<file path="config.mk">
export PLATFORM = sky130hd
export DESIGN_NAME = mdio_mgmt_slave
export DESIGN_NICKNAME = d
export VERILOG_FILES = /design/src/rtl/mdio_pkg.sv /design/src/rtl/mdio_regfile.sv /design/src/rtl/mdio_frame_rx.sv /design/src/rtl/mdio_rd_drv.sv /design/src/rtl/mdio_mgmt_slave.sv
export SDC_FILE = /design/constraint.sdc
export NUM_CORES = 1
export LEC_CHECK = 0
export ABC_AREA = 1
export ABC_CLOCK_PERIOD_IN_PS = 3500
export BUFFER_PORTS_ARGS = -buffer_cell sky130_fd_sc_hd__buf_2
export CORE_MARGIN = 2
export CORE_UTILIZATION = 40
export DETAILED_ROUTE_END_ITERATION = 8
export PLACE_DENSITY = 0.54
export SETUP_SLACK_MARGIN = 0.05
export SLEW_MARGIN = 20
export SYNTH_ARGS = -nofsm -noshare
export SYNTH_HDL_FRONTEND = slang
export SYNTH_SLANG_ARGS = --single-unit
</file>
<file path="constraint.sdc">
create_clock -name mdc -period 3.5 [get_ports mdc]
set_input_delay 0.7 -clock mdc [delete_from_list [all_inputs] [get_ports mdc]]
set_output_delay 0.7 -clock mdc [all_outputs]
set_load 0.1 [all_outputs]
</file>
<file path="src/rtl/mdio_pkg.sv">
// Shared constants for the serial management slave.
// Assumes: 5-bit device and register addresses and 16-bit registers.
package mdio_pkg;
    localparam int ADDR_W  = 5;
    localparam int DATA_W  = 16;
    localparam int OP_W    = 2;
    localparam int PRE_LEN = 32;

    localparam logic [OP_W-1:0] OP_READ  = 2'b10;
    localparam logic [OP_W-1:0] OP_WRITE = 2'b01;

    localparam logic [ADDR_W-1:0] REG_CTRL = 5'h00;
    localparam logic [ADDR_W-1:0] REG_STAT = 5'h01;
    localparam logic [ADDR_W-1:0] REG_SELF = 5'h19;

    typedef enum logic [1:0] {
        RX_IDLE  = 2'd0,
        RX_START = 2'd1,
        RX_FRAME = 2'd2
    } rx_state_t;
endpackage

</file>
<file path="src/rtl/mdio_regfile.sv">
// Register bank: control (read/write), status (fixed) and self-status
// (reports the strapped address in bits [ADDR_W-1:0]).
// Assumes: one write strobe per completed write frame. Writes to
// read-only addresses are dropped. The strap is sampled only while rst_n is low.
module mdio_regfile
    import mdio_pkg::*;
#(
    parameter logic [DATA_W-1:0] CTRL_RST = 16'h3100,
    parameter logic [DATA_W-1:0] STAT_VAL = 16'h7809
) (
    input  logic              mdc,
    input  logic              rst_n,
    input  logic [ADDR_W-1:0] strap_phyad,
    input  logic              wr_stb,
    input  logic [ADDR_W-1:0] wr_addr,
    input  logic [DATA_W-1:0] wr_data,
    input  logic [ADDR_W-1:0] rd_addr,
    output logic [DATA_W-1:0] rd_data,
    output logic [ADDR_W-1:0] phyad
);
    localparam int PAD_W = DATA_W - ADDR_W;

    logic [DATA_W-1:0] ctrl_q;
    logic [ADDR_W-1:0] phyad_q;

    // Control register: reset value, then updated only by writes to its address.
    always_ff @(posedge mdc) begin
        if (!rst_n)
            ctrl_q <= CTRL_RST;
        else if (wr_stb && (wr_addr == REG_CTRL))
            ctrl_q <= wr_data;
    end

    // Strap capture: follows the pins during reset, frozen afterwards.
    always_ff @(posedge mdc) begin
        if (!rst_n)
            phyad_q <= strap_phyad;
    end

    // Read mux: unimplemented addresses return zero.
    always_comb begin
        case (rd_addr)
            REG_CTRL: rd_data = ctrl_q;
            REG_STAT: rd_data = STAT_VAL;
            REG_SELF: rd_data = {{PAD_W{1'b0}}, phyad_q};
            default:  rd_data = '0;
        endcase
    end

    assign phyad = phyad_q;

    a_r8_ro_write_keeps_ctrl: assert property (@(posedge mdc) disable iff (!rst_n)
        (wr_stb && (wr_addr != REG_CTRL)) |=> $stable(ctrl_q));

    a_r9_strap_frozen: assert property (@(posedge mdc) disable iff (!rst_n)
        $past(rst_n) |-> $stable(phyad_q));
endmodule

</file>
<file path="src/rtl/mdio_frame_rx.sv">
// Frame receiver: finds the preamble and start pattern, follows the frame
// bit positions, latches opcode, address match and register address,
// and issues the write strobe after the last data bit.
// Assumes: mdio_i is sampled on the rising edge of mdc. Every frame,
// whether served or not, is followed to its last bit.
module mdio_frame_rx
    import mdio_pkg::*;
#(
    parameter int PRE_ONES = PRE_LEN
) (
    input  logic                 mdc,
    input  logic                 rst_n,
    input  logic                 mdio_i,
    input  logic [ADDR_W-1:0]    phyad,
    output logic                 frm_act,
    output logic [4:0]           frm_pos,
    output logic                 rd_sel,
    output logic [ADDR_W-1:0]    reg_addr,
    output logic                 wr_stb,
    output logic [ADDR_W-1:0]    wr_addr,
    output logic [DATA_W-1:0]    wr_data
);
    localparam int ONE_W      = $clog2(PRE_ONES + 1);
    localparam int POS_PHY    = OP_W + ADDR_W - 1;
    localparam int POS_REG    = POS_PHY + ADDR_W;
    localparam int POS_LASTI  = POS_REG + 2 + DATA_W;
    localparam logic [4:0] P_OP   = 5'(OP_W - 1);
    localparam logic [4:0] P_PHY  = 5'(POS_PHY);
    localparam logic [4:0] P_REG  = 5'(POS_REG);
    localparam logic [4:0] P_LAST = 5'(POS_LASTI);
    localparam logic [ONE_W-1:0] ONES_FULL = ONE_W'(PRE_ONES);

    rx_state_t         state;
    logic [ONE_W-1:0]  ones;
    logic [4:0]        pos;
    logic [DATA_W-1:0] sh;
    logic [OP_W-1:0]   op_q;
    logic              match_q;
    logic [ADDR_W-1:0] regad_q;
    logic [ADDR_W-1:0] rx_addr;
    logic              frm_last;

    assign rx_addr  = {sh[ADDR_W-2:0], mdio_i};
    assign frm_last = (state == RX_FRAME) && (pos == P_LAST);

    // Sequencer: preamble count, start check, frame position counter.
    always_ff @(posedge mdc) begin
        if (!rst_n) begin
            state <= RX_IDLE;
            ones  <= '0;
            pos   <= '0;
        end else begin
            case (state)
                RX_IDLE: begin
                    if (mdio_i) begin
                        if (ones != ONES_FULL) ones <= ones + 1'b1;
                    end else if (ones == ONES_FULL) begin
                        state <= RX_START;
                    end else begin
                        ones <= '0;
                    end
                end
                RX_START: begin
                    ones  <= '0;
                    pos   <= '0;
                    state <= mdio_i ? RX_FRAME : RX_IDLE;
                end
                default: begin
                    if (frm_last) state <= RX_IDLE;
                    pos <= pos + 1'b1;
                end
            endcase
        end
    end

    // Field capture: serial shift plus opcode, match and register address.
    always_ff @(posedge mdc) begin
        if (!rst_n) begin
            sh      <= '0;
            op_q    <= '0;
            match_q <= 1'b0;
            regad_q <= '0;
        end else if (state == RX_START) begin
            sh      <= '0;
            op_q    <= '0;
            match_q <= 1'b0;
        end else if (state == RX_FRAME) begin
            sh <= {sh[DATA_W-2:0], mdio_i};
            if (pos == P_OP)  op_q    <= {sh[0], mdio_i};
            if (pos == P_PHY) match_q <= (rx_addr == '0) || (rx_addr == phyad);
            if (pos == P_REG) regad_q <= rx_addr;
        end
    end

    // Write strobe: one cycle after the last data bit of a served write.
    always_ff @(posedge mdc) begin
        if (!rst_n) begin
            wr_stb  <= 1'b0;
            wr_addr <= '0;
            wr_data <= '0;
        end else begin
            wr_stb <= frm_last && match_q && (op_q == OP_WRITE);
            if (frm_last && match_q && (op_q == OP_WRITE)) begin
                wr_addr <= regad_q;
                wr_data <= {sh[DATA_W-2:0], mdio_i};
            end
        end
    end

    assign frm_act  = (state == RX_FRAME);
    assign frm_pos  = pos;
    assign rd_sel   = match_q && (op_q == OP_READ);
    assign reg_addr = regad_q;

    a_r6_strobe_single: assert property (@(posedge mdc) disable iff (!rst_n)
        wr_stb |=> !wr_stb);

    a_r2_start_after_preamble: assert property (@(posedge mdc) disable iff (!rst_n)
        (state == RX_START) |-> $past(mdio_i) == 1'b0);
endmodule

</file>
<file path="src/rtl/mdio_rd_drv.sv">
// Read driver: releases the line for the first turnaround bit, drives 0
// for the second, shifts the register out MSB first, then releases.
// Assumes: frm_pos counts frame bits after the start pattern, from 0.
module mdio_rd_drv
    import mdio_pkg::*;
(
    input  logic              mdc,
    input  logic              rst_n,
    input  logic              frm_act,
    input  logic [4:0]        frm_pos,
    input  logic              rd_sel,
    input  logic [DATA_W-1:0] rd_data,
    output logic              mdio_o,
    output logic              mdio_oe
);
    localparam int POS_TA1I = OP_W + 2 * ADDR_W;
    localparam logic [4:0] P_TA1  = 5'(POS_TA1I);
    localparam logic [4:0] P_LAST = 5'(POS_TA1I + 1 + DATA_W);

    logic [DATA_W-1:0] out_sh;

    // Output sequencing per frame position while a served read is under way.
    always_ff @(posedge mdc) begin
        if (!rst_n) begin
            mdio_o  <= 1'b0;
            mdio_oe <= 1'b0;
            out_sh  <= '0;
        end else if (frm_act && rd_sel && (frm_pos == P_TA1)) begin
            mdio_o  <= 1'b0;
            mdio_oe <= 1'b1;
            out_sh  <= rd_data;
        end else if (frm_act && rd_sel && (frm_pos > P_TA1) && (frm_pos < P_LAST)) begin
            mdio_o  <= out_sh[DATA_W-1];
            mdio_oe <= 1'b1;
            out_sh  <= {out_sh[DATA_W-2:0], 1'b0};
        end else begin
            mdio_o  <= 1'b0;
            mdio_oe <= 1'b0;
        end
    end

    a_r4_turnaround_zero: assert property (@(posedge mdc) disable iff (!rst_n)
        $rose(mdio_oe) |-> !mdio_o);

    a_r4_drive_in_frame: assert property (@(posedge mdc) disable iff (!rst_n)
        mdio_oe |-> $past(frm_act));
endmodule

</file>
<file path="src/rtl/mdio_mgmt_slave.sv">
// Top: serial management slave with its register bank.
// Assumes: mdc runs during reset, so the strap and the synchronous reset
// take effect. The pad combines mdio_o and mdio_oe with a pull-up.
module mdio_mgmt_slave
    import mdio_pkg::*;
(
    input  logic              mdc,
    input  logic              rst_n,
    input  logic [4:0]        strap_phyad,
    input  logic              mdio_i,
    output logic              mdio_o,
    output logic              mdio_oe,
    output logic              wr_stb,
    output logic [4:0]        wr_addr,
    output logic [15:0]       wr_data
);
    logic              frm_act;
    logic [4:0]        frm_pos;
    logic              rd_sel;
    logic [ADDR_W-1:0] reg_addr;
    logic [DATA_W-1:0] rd_data;
    logic [ADDR_W-1:0] phyad;

    mdio_regfile u_regs (
        .mdc         (mdc),
        .rst_n       (rst_n),
        .strap_phyad (strap_phyad),
        .wr_stb      (wr_stb),
        .wr_addr     (wr_addr),
        .wr_data     (wr_data),
        .rd_addr     (reg_addr),
        .rd_data     (rd_data),
        .phyad       (phyad)
    );

    mdio_frame_rx u_rx (
        .mdc      (mdc),
        .rst_n    (rst_n),
        .mdio_i   (mdio_i),
        .phyad    (phyad),
        .frm_act  (frm_act),
        .frm_pos  (frm_pos),
        .rd_sel   (rd_sel),
        .reg_addr (reg_addr),
        .wr_stb   (wr_stb),
        .wr_addr  (wr_addr),
        .wr_data  (wr_data)
    );

    mdio_rd_drv u_drv (
        .mdc     (mdc),
        .rst_n   (rst_n),
        .frm_act (frm_act),
        .frm_pos (frm_pos),
        .rd_sel  (rd_sel),
        .rd_data (rd_data),
        .mdio_o  (mdio_o),
        .mdio_oe (mdio_oe)
    );

    a_r6_no_drive_on_write: assert property (@(posedge mdc) disable iff (!rst_n)
        wr_stb |-> (!mdio_oe && !$past(mdio_oe)));
endmodule

</file>
==> results of run 1 <==
-- kinds of logic after synthesis --
| group | after synthesis |
|---|---|
| DFF | 97 |
| adders and majority gates | 6 |
| and+or+nand+nor | 293 |
| buffers and inverters | 65 |
| xor gates and xnor gates | 4 |
| AOI/OAI and AO/OA | 103 |
-- registers in the layout (all words and copies together), names as in the netlist --
register / cells
u_drv.mdio_o: 1
u_drv.mdio_oe: 1
u_drv.out_sh: 16
u_regs.ctrl_q: 16
u_regs.phyad: 5
u_rx.frm_pos: 5
u_rx.match_q: 1
u_rx.ones: 6
u_rx.op_q: 2
u_rx.reg_addr: 5
u_rx.sh: 15
u_rx.state: 2
u_rx.wr_addr: 5
u_rx.wr_data: 16
u_rx.wr_stb: 1
-- routing by layer --
| metal | up-vias | global-route usage (%) | part of all wire (%) |
|---|---|---|---|
| met5 | - | 0 | 0 |
| met4 | 0 | 6.215 | 1.4 |
| met3 | 12 | 4.377 | 3.5 |
| met2 | 59 | 29.53 | 45 |
| met1 | 1641 | 26.28 | 50 |
| li1 | 1878 | - | - |
-- layout make-up --
type,instances,area share [%]
Clock inverter,5,0.9730
Timing Repair Buffer,33,3.676
Clock buffer,11,3.270
Inverter,40,3.324
Tap cell,136,3.676
Sequential cell,97,43.03
Multi-Input combinational cell,406,42.05
-- worst max-delay path by stage --
stage	from	end	slack, ns	cells after the start
after global routing	u_rx.state[1]	u_rx.frm_pos[4]	1.33	6
after detailed placement	rst_n	u_rx.frm_pos[4]	1.30	7
after CTS	u_rx.state[1]	u_rx.frm_pos[4]	1.50	6
after floorplan	u_rx.wr_addr[4]	u_regs.ctrl_q[10]	1.62	7
final	u_rx.state[1]	u_rx.frm_pos[4]	1.50	6
after global placement	rst_n	u_rx.frm_pos[4]	1.36	7
-- synthesized netlist by cell type, drive strengths merged, types with 3 or more instances --
| cell | instances | area, um^2 |
|---|---|---|
| nand2 | 144 | 584.3 |
| dfxtp | 92 | 1842 |
| nor2 | 86 | 346.6 |
| o21ai | 51 | 255.2 |
| a21oi | 48 | 240.2 |
| inv | 38 | 145.1 |
| nand3 | 37 | 197.7 |
| buf | 15 | 106.3 |
| clkbuf | 10 | 38.78 |
| nand4 | 9 | 62.56 |
| nor3 | 9 | 56.31 |
| ha | 6 | 75.07 |
| edfxtp | 5 | 150.1 |
| nand3b | 5 | 37.54 |
| xor2 | 3 | 26.28 |
-- worst min-delay path: cells and delay by family, from the launching register on --
| family | cells | cell delay [ns] |
|---|---|---|
| buffers and inverters | 1 | 0.06 |
| DFF | 1 | 0.31 |
| and+or+nand+nor | 1 | 0.05 |
-- power groups by stage --
stage | Combinational, uW | Clock, uW | Sequential [uW]
final | 52.4 | 737 | 1130
after global routing | 59.3 | 807 | 1130
after CTS | 53.1 | 754 | 1130
after detailed placement | 52.8 | 0 | 1150
after global placement | 52.9 | 0 | 1150
after floorplan | 35.0 | 0 | 1150
-- through the flow --
stage          power, uW  cells  worst slack [ns]
5_1_grt             1994    728             1.326
6_report            1915    728             1.503
2_1_floorplan       1183    568             1.616
3_5_place_dp        1204    712             1.300
4_1_cts             1933    728             1.502
3_3_place_gp        1204    712             1.358
==> key figures, run 1 <==
Synthesis
  • Net Count, Synth: 582
  • Synth Area in Simple Gates: between 30% and 40%
  • Number of register bits inferred by synthesis: 97
  • Number of enable flip-flop cells after synthesis: 5
  • Compound-gate portion of the synthesized area: roughly an eighth
  • Unique cell type count in the Yosys netlist: 39
  • Asr flop ratio synth: 0%
  • Synthesis Warnings: 0
  • Mean Syn Cell Area: between 7 and 8 um^2
  • Fraction of synthesized cell area in xor and xnor cells: less than 1%
  • Synth Instances: roughly 570
  • Proportion of synthesized chip area in sequential cells: 47.00%
  • Share of synthesized cell area in full adder, half adder and majority cells: approximately 1.8%
  • Combinational family with the most area after synthesis: simple AND/OR/NAND/NOR gates
  • Most frequently used flop master after synthesis: sky130_fd_sc_hd__dfxtp_1
  • Post-synthesis instance area: between 0.004 and 0.005 mm^2
  • Fraction of synthesized area in multiplexers: 0%

Die
  • I/O pin total: 32
  • Die outline height: around 110 um
  • Std cell rows: 37
  • Area of the die: ~0.011 mm^2
  • Effective utilization at floorplan: between 40 and 50%
  • X dimension of the die: 106.9 um
  • Core Area: about 0.010 mm^2

Final layout
  • Core Util, Final: about 45%
  • Combined area of the multi-input logic cells: 0.001947 mm^2
  • Most frequent standard cell in the layout excluding fill and tap cells: sky130_fd_sc_hd__nand2_1
  • Syn-to-layout area delta: 9.241%
  • Cell area after layout: around 0.0046 mm^2
  • Storage cell area: around 0.002 mm^2
  • Count of antenna diodes in the layout: 0
  • Share of layout cells above drive strength 1: 11.82%
  • Number of fill cells in the layout: 1068
  • Number of nets in the layout: approximately 600
  • Commonest cells after routing, fill and taps aside: 138 x sky130_fd_sc_hd__nand2_1, 92 x sky130_fd_sc_hd__dfxtp_1, 82 x sky130_fd_sc_hd__nor2_1

Timing
  • Max-slew headroom at the worst pin: between 50 and 60%
  • Final sum of negative setup slack: 0 ns
  • Final setup violation count: 0
  • Crit path time final: approximately 2.0 ns
  • Post-route fraction of the period consumed by the critical path: 57.05%
  • Count of pins over their slew limit: 0
  • Clock tree skew after final layout: 0.01315 ns
  • Hold_ws: 0.4578 ns
  • Unrepaired setup endpoints after global routing: no
  • Number of failing hold endpoints at the final stage: 0
  • Worst-Margin Slew: 0.6312 ns
  • Highest achievable clock rate: about 500 MHz

Critical path
  • List of cells traversed by the critical path: nor2_1, nor2_1, inv_1, a21oi_1, o21ai_0, a21oi_1
  • Largest delay contributor family on the critical path: simple AND/OR/NAND/NOR gates
  • Crit path max-delay cell type: sky130_fd_sc_hd__dfxtp_1
  • Reg-to-reg endpoint: u_rx.frm_pos[4]
  • R2R Path Start: u_rx.state[1]
  • Crit path max fanout: 13
  • Endpoint type of the worst setup path: register
  • Type of origin of the critical path: register
  • FF-to-FF path depth: 6
  • Data required time of the worst path: approximately 3.8 ns
  • Critical path arrival: 2.30 ns
  • CP peak stage delay: about 0.56 ns
  • Slack of the worst reg-to-reg path: ~1.5 ns
  • CP Buf/Inv Count: 1
  • Type of the worst setup path: reg2reg

Drt
  • Total Routed Length: approximately 10000 um
  • Iteration-0 DRC Markers: roughly 150
  • Antenna violation net count after detailed routing: 0
  • Iteration count of the initial detailed-routing pass: 4
  • DRC Markers: 0
  • Via Count: ~3600
  • Routed wire length per instance: 14.12 um
  • Vias per cell: slightly below 5

Clock network
  • Number of buffers created by CTS: 9
  • Post-CTS repair timing setup buffer count: 0
  • CTS root buffer: sky130_fd_sc_hd__clkbuf_8
  • Total clock sinks: a little under 100
  • Source-to-sink clock delay at the later pin of the worst-skew pair: 0.37 ns
  • Hold-fix buffer count after cts: 0
  • H-tree Lvls: 3
  • Clock tree from TritonCTS: done
  • Worst-path clk slew: about 0.11 ns
  • Resized Gates After CTS: 0
  • Number of buffers between clock root and the deepest sink: 2

GRT
  • GRT overflow: 0
  • Global-route wire length before repair: 16990 um
  • Pin count of the biggest net entering global routing: 52
  • Initial antenna violation count: 0
  • GRT Overall Usage: about a fifth
  • Number of global-route vias before repair: between 3000 and 4000

Place
  • Number of input and output port buffers inserted: 31
  • Half-perimeter wire length after placement: a little over 7000 um
  • GPL Wtd Cong: 0.8361
  • Placed Area: 0.004433 mm^2

Power and ir drop
  • Internal power: roughly 1400 uW
  • Total net switching power: approximately 470 uW
  • Clk network pwr share: about two fifths
  • Worst IR drop on VDD: around 0.16 mV
  • Power density over the cells: 413.6 mW/mm^2
  • Comb power frac: roughly 2.7%
  • Seq pwr share: 58.8%
  • Pleak: between 0.0015 and 0.002 uW
  • Switching share of power: between 20% and 30%

Worst hold path
  • Worst hold stages: 2
  • Class of the tightest hold or removal check: reg2reg
  • Endpoint, Worst Hold: u_drv.mdio_o
  • Startpoint of the worst hold path: u_drv.out_sh[15]

Job
  • Count of max-cap constraint violations: 0

Outcome
  • Result of the run: finished clean
(Power assumes the default switching activity.)
==> inputs of run 2 (changes only) <==
--- a/config.mk
+++ b/config.mk
@@ -6,12 +6,12 @@
 export NUM_CORES = 1
 export LEC_CHECK = 0
 export ABC_AREA = 1
-export ABC_CLOCK_PERIOD_IN_PS = 3500
+export ABC_CLOCK_PERIOD_IN_PS = 1600
 export BUFFER_PORTS_ARGS = -buffer_cell sky130_fd_sc_hd__buf_2
 export CORE_MARGIN = 2
 export CORE_UTILIZATION = 40
 export DETAILED_ROUTE_END_ITERATION = 8
-export PLACE_DENSITY = 0.54
+export PLACE_DENSITY = 0.56
 export SETUP_SLACK_MARGIN = 0.05
 export SLEW_MARGIN = 20
 export SYNTH_ARGS = -nofsm -noshare
==> constraint.sdc (replaced) <==
create_clock -name mdc -period 1.6 [get_ports mdc]
set_input_delay 0.32 -clock mdc [delete_from_list [all_inputs] [get_ports mdc]]
set_output_delay 0.32 -clock mdc [all_outputs]
set_load 0.1 [all_outputs]
==> key figures, run 2 (synthesis results as in run 1) <==
Drt
  • Met3 wire length: 368 um (+3.1%)
  • Iteration count of the initial detailed-routing pass: 5 (+1)
  • Total Routed Length: 10180 um (-0.98%)
  • Routed wire length per instance: 13.57 um (-3.9%)
  • DRC Markers: 0 (unchanged)
  • Via Count: 3673 (+2.3%)
  • Antenna violation net count after detailed routing: 0 (unchanged)
  • Met2 WL: 4827 um (+4.9%)
  • Highest Signal Layer: met4
  • Vias per cell: 4.897 (-0.69%)
  • Iteration-0 DRC Markers: 212 (+39%)
  • Met1 Routed Length: 4872 um (-5.8%)

Final layout
  • Commonest cells after routing, fill and taps aside: 138 x sky130_fd_sc_hd__nand2_1, 84 x sky130_fd_sc_hd__dfxtp_1, 81 x sky130_fd_sc_hd__nor2_1
  • Cell area after layout: 0.004896 mm^2 (+5.8%)
  • Largest registers: u_drv.out_sh x16, u_regs.ctrl_q x16, u_rx.wr_data x16
  • Number of nets in the layout: 623 (+3.7%)
  • Final cell count without fillers: 750 (+3.0%)
  • Number of fill cells in the layout: 1061 (-0.66%)
  • Syn-to-layout area delta: 15.53%
  • Share of layout cells above drive strength 1: 17.26% (+5.4 points)
  • Most frequent standard cell in the layout excluding fill and tap cells: sky130_fd_sc_hd__nand2_1
  • Count of antenna diodes in the layout: 0 (unchanged)
  • Core Util, Final: 47.42% (+2.6 points)

Die
  • Core Area: 0.01032 mm^2 (unchanged)
  • Effective utilization at floorplan: 41.05% (unchanged)
  • Std cell rows: 37 (unchanged)
  • Die outline height: 106.9 um (unchanged)
  • I/O pin total: 32 (unchanged)
  • Area of the die: 0.01143 mm^2 (unchanged)
  • X dimension of the die: 106.9 um (unchanged)

Clock network
  • Clock tree from TritonCTS: done
  • H-tree Lvls: 3 (unchanged)
  • Source-to-sink clock delay at the later pin of the worst-skew pair: 0.39 ns (+0.02 ns)
  • Worst-path clk slew: 0.10 ns (about the same)
  • Number of buffers created by CTS: 9 (unchanged)
  • Hold-fix buffer count after cts: 0 (unchanged)
  • Total clock sinks: 97 (unchanged)
  • CTS root buffer: sky130_fd_sc_hd__clkbuf_8
  • Number of buffers between clock root and the deepest sink: 2 (unchanged)

Power and ir drop
  • Worst IR drop on VDD: 0.5761 mV (+270%)
  • Pleak: 0.002116 uW (+5.8%)
  • Power density over the cells: 835.0 mW/mm^2 (+100%)

Worst hold path
  • Endpoint, Worst Hold: u_regs.phyad[2]
  • Startpoint of the worst hold path: strap_phyad[2]
  • Class of the tightest hold or removal check: in2reg
  • Worst hold stages: 1 (-1)

Place
  • GPL Wtd Cong: 0.8644 (+3.4%)
  • Placed Area: 0.004596 mm^2 (+3.7%)
  • Half-perimeter wire length after placement: 7392 um (+4.0%)
  • Number of input and output port buffers inserted: 31 (unchanged)
  • Number of placed instances, taps included: 729 (+2.4%)

Critical path
  • CP peak stage delay: 0.42 ns (-0.14 ns)
  • Slack of the worst reg-to-reg path: 0.17 ns (-1.33 ns)
  • Crit path max-delay cell type: sky130_fd_sc_hd__buf_2
  • CP Buf/Inv Count: 1 (unchanged)
  • Data required time of the worst path: 1.28 ns (-2.53 ns)
  • R2R Path Start: u_rx.frm_pos[1]
  • Type of the worst setup path: reg2out
  • List of cells traversed by the critical path: buf_2
  • Reg-to-reg endpoint: u_rx.wr_data[4]
  • Largest delay contributor family on the critical path: buffers and inverters
  • FF-to-FF path depth: 8 (+2)
  • Crit path max fanout: 3 (-10)
  • Type of origin of the critical path: register
  • Critical path arrival: 1.17 ns (-1.13 ns)
  • Endpoint type of the worst setup path: primary output

Timing
  • Count of pins over their slew limit: 0 (unchanged)
  • Worst-Margin Slew: 0.4878 ns (-0.1434 ns)
  • Crit path time final: about 1.5 ns
  • Highest achievable clock rate: roughly 670 MHz
  • Unrepaired setup endpoints after global routing: yes
  • Clock tree skew after final layout: 0.01418 ns (+0.001029 ns)
  • Post-route fraction of the period consumed by the critical path: ~93%
  • Number of failing hold endpoints at the final stage: 0 (unchanged)
  • Final sum of negative setup slack: 0 ns (unchanged)
  • Max-slew headroom at the worst pin: 67.70% (+9.9 points)
  • Final setup violation count: 0 (unchanged)

Outcome
  • Result of the run: finished clean

GRT
  • Number of global-route vias before repair: 3414 (+1.3%)
  • Initial antenna violation count: 0 (unchanged)
  • Pin count of the biggest net entering global routing: 33 (-37%)
  • Global-route wire length before repair: 16500 um (-2.9%)
  • GRT Overall Usage: 18.58% (-0.48 points)
  • GRT overflow: 0 (unchanged)

Job
  • Count of max-cap constraint violations: 0 (unchanged)
[run 2: changes by cell type in the layout (fill, tap and decap cells not counted), sizes merged]
cell	previous run	this run
clkinvlp	1	0
buf	33	54
clkinv	2	4
inv	42	43
clkbuf	11	10
[run 2: per-stage QoR]
stage / total power, uW / hold WS (ns) / worst slack, ns
floorplan: 2587 / 0.4189 / 0.06514
global placement: 2631 / 0.4435 / 0.07476
detailed placement: 2633 / 0.4451 / 0.005667
CTS: 4137 / 0.08776 / 0.05700
global route: 4252 / 0.08461 / 0.008911
finish: 4088 / 0.1052 / 0.1063
[run 2: how the worst max path moves through the flow]
stage | startpoint | slack, ns | depth (start not counted) | endpoint
finish | u_rx.wr_addr[3] | 0.11 | 1 | wr_addr[3]
global route | u_rx.frm_pos[0] | 0.009 | 9 | u_drv.out_sh[8]
CTS | u_rx.frm_pos[0] | 0.06 | 8 | u_drv.out_sh[1]
detailed placement | u_rx.frm_pos[0] | 0.006 | 8 | u_drv.out_sh[1]
global placement | u_rx.frm_pos[0] | 0.07 | 8 | u_drv.out_sh[14]
floorplan | u_rx.wr_addr[1] | 0.07 | 6 | u_regs.ctrl_q[10]
[run 2: where the power goes]
group	internal (uW)	switching, uW
Combinational	39.7	77.7
Sequential	2450	14.4
Clock	580	931
Total	3070	1020
[run 2: final cells by class]
cell class,instances,area (um^2),area share (%)
Multi-Input combinational cell,406,1991,40.66
Clock inverter,7,50.05,1.022
Sequential cell,97,2004,40.94
Tap cell,136,170.2,3.476
Inverter,40,156.4,3.194
Clock buffer,9,123.9,2.530
Timing Repair Buffer,55,400.4,8.178
[run 2: layer usage]
metal | vias up | global-route usage, %
li1 | 1925 | -
met1 | 1699 | 23.28
met2 | 41 | 31.67
met3 | 8 | 4.924
met4 | 0 | 4.824
met5 | - | 0
[run 2: timing repair]
action | CTS | global route
resized for setup | 16 | 24
setup buffers | 0 | 5
pin swaps | 0 | 3
setup endpoints to repair | 30 | 39
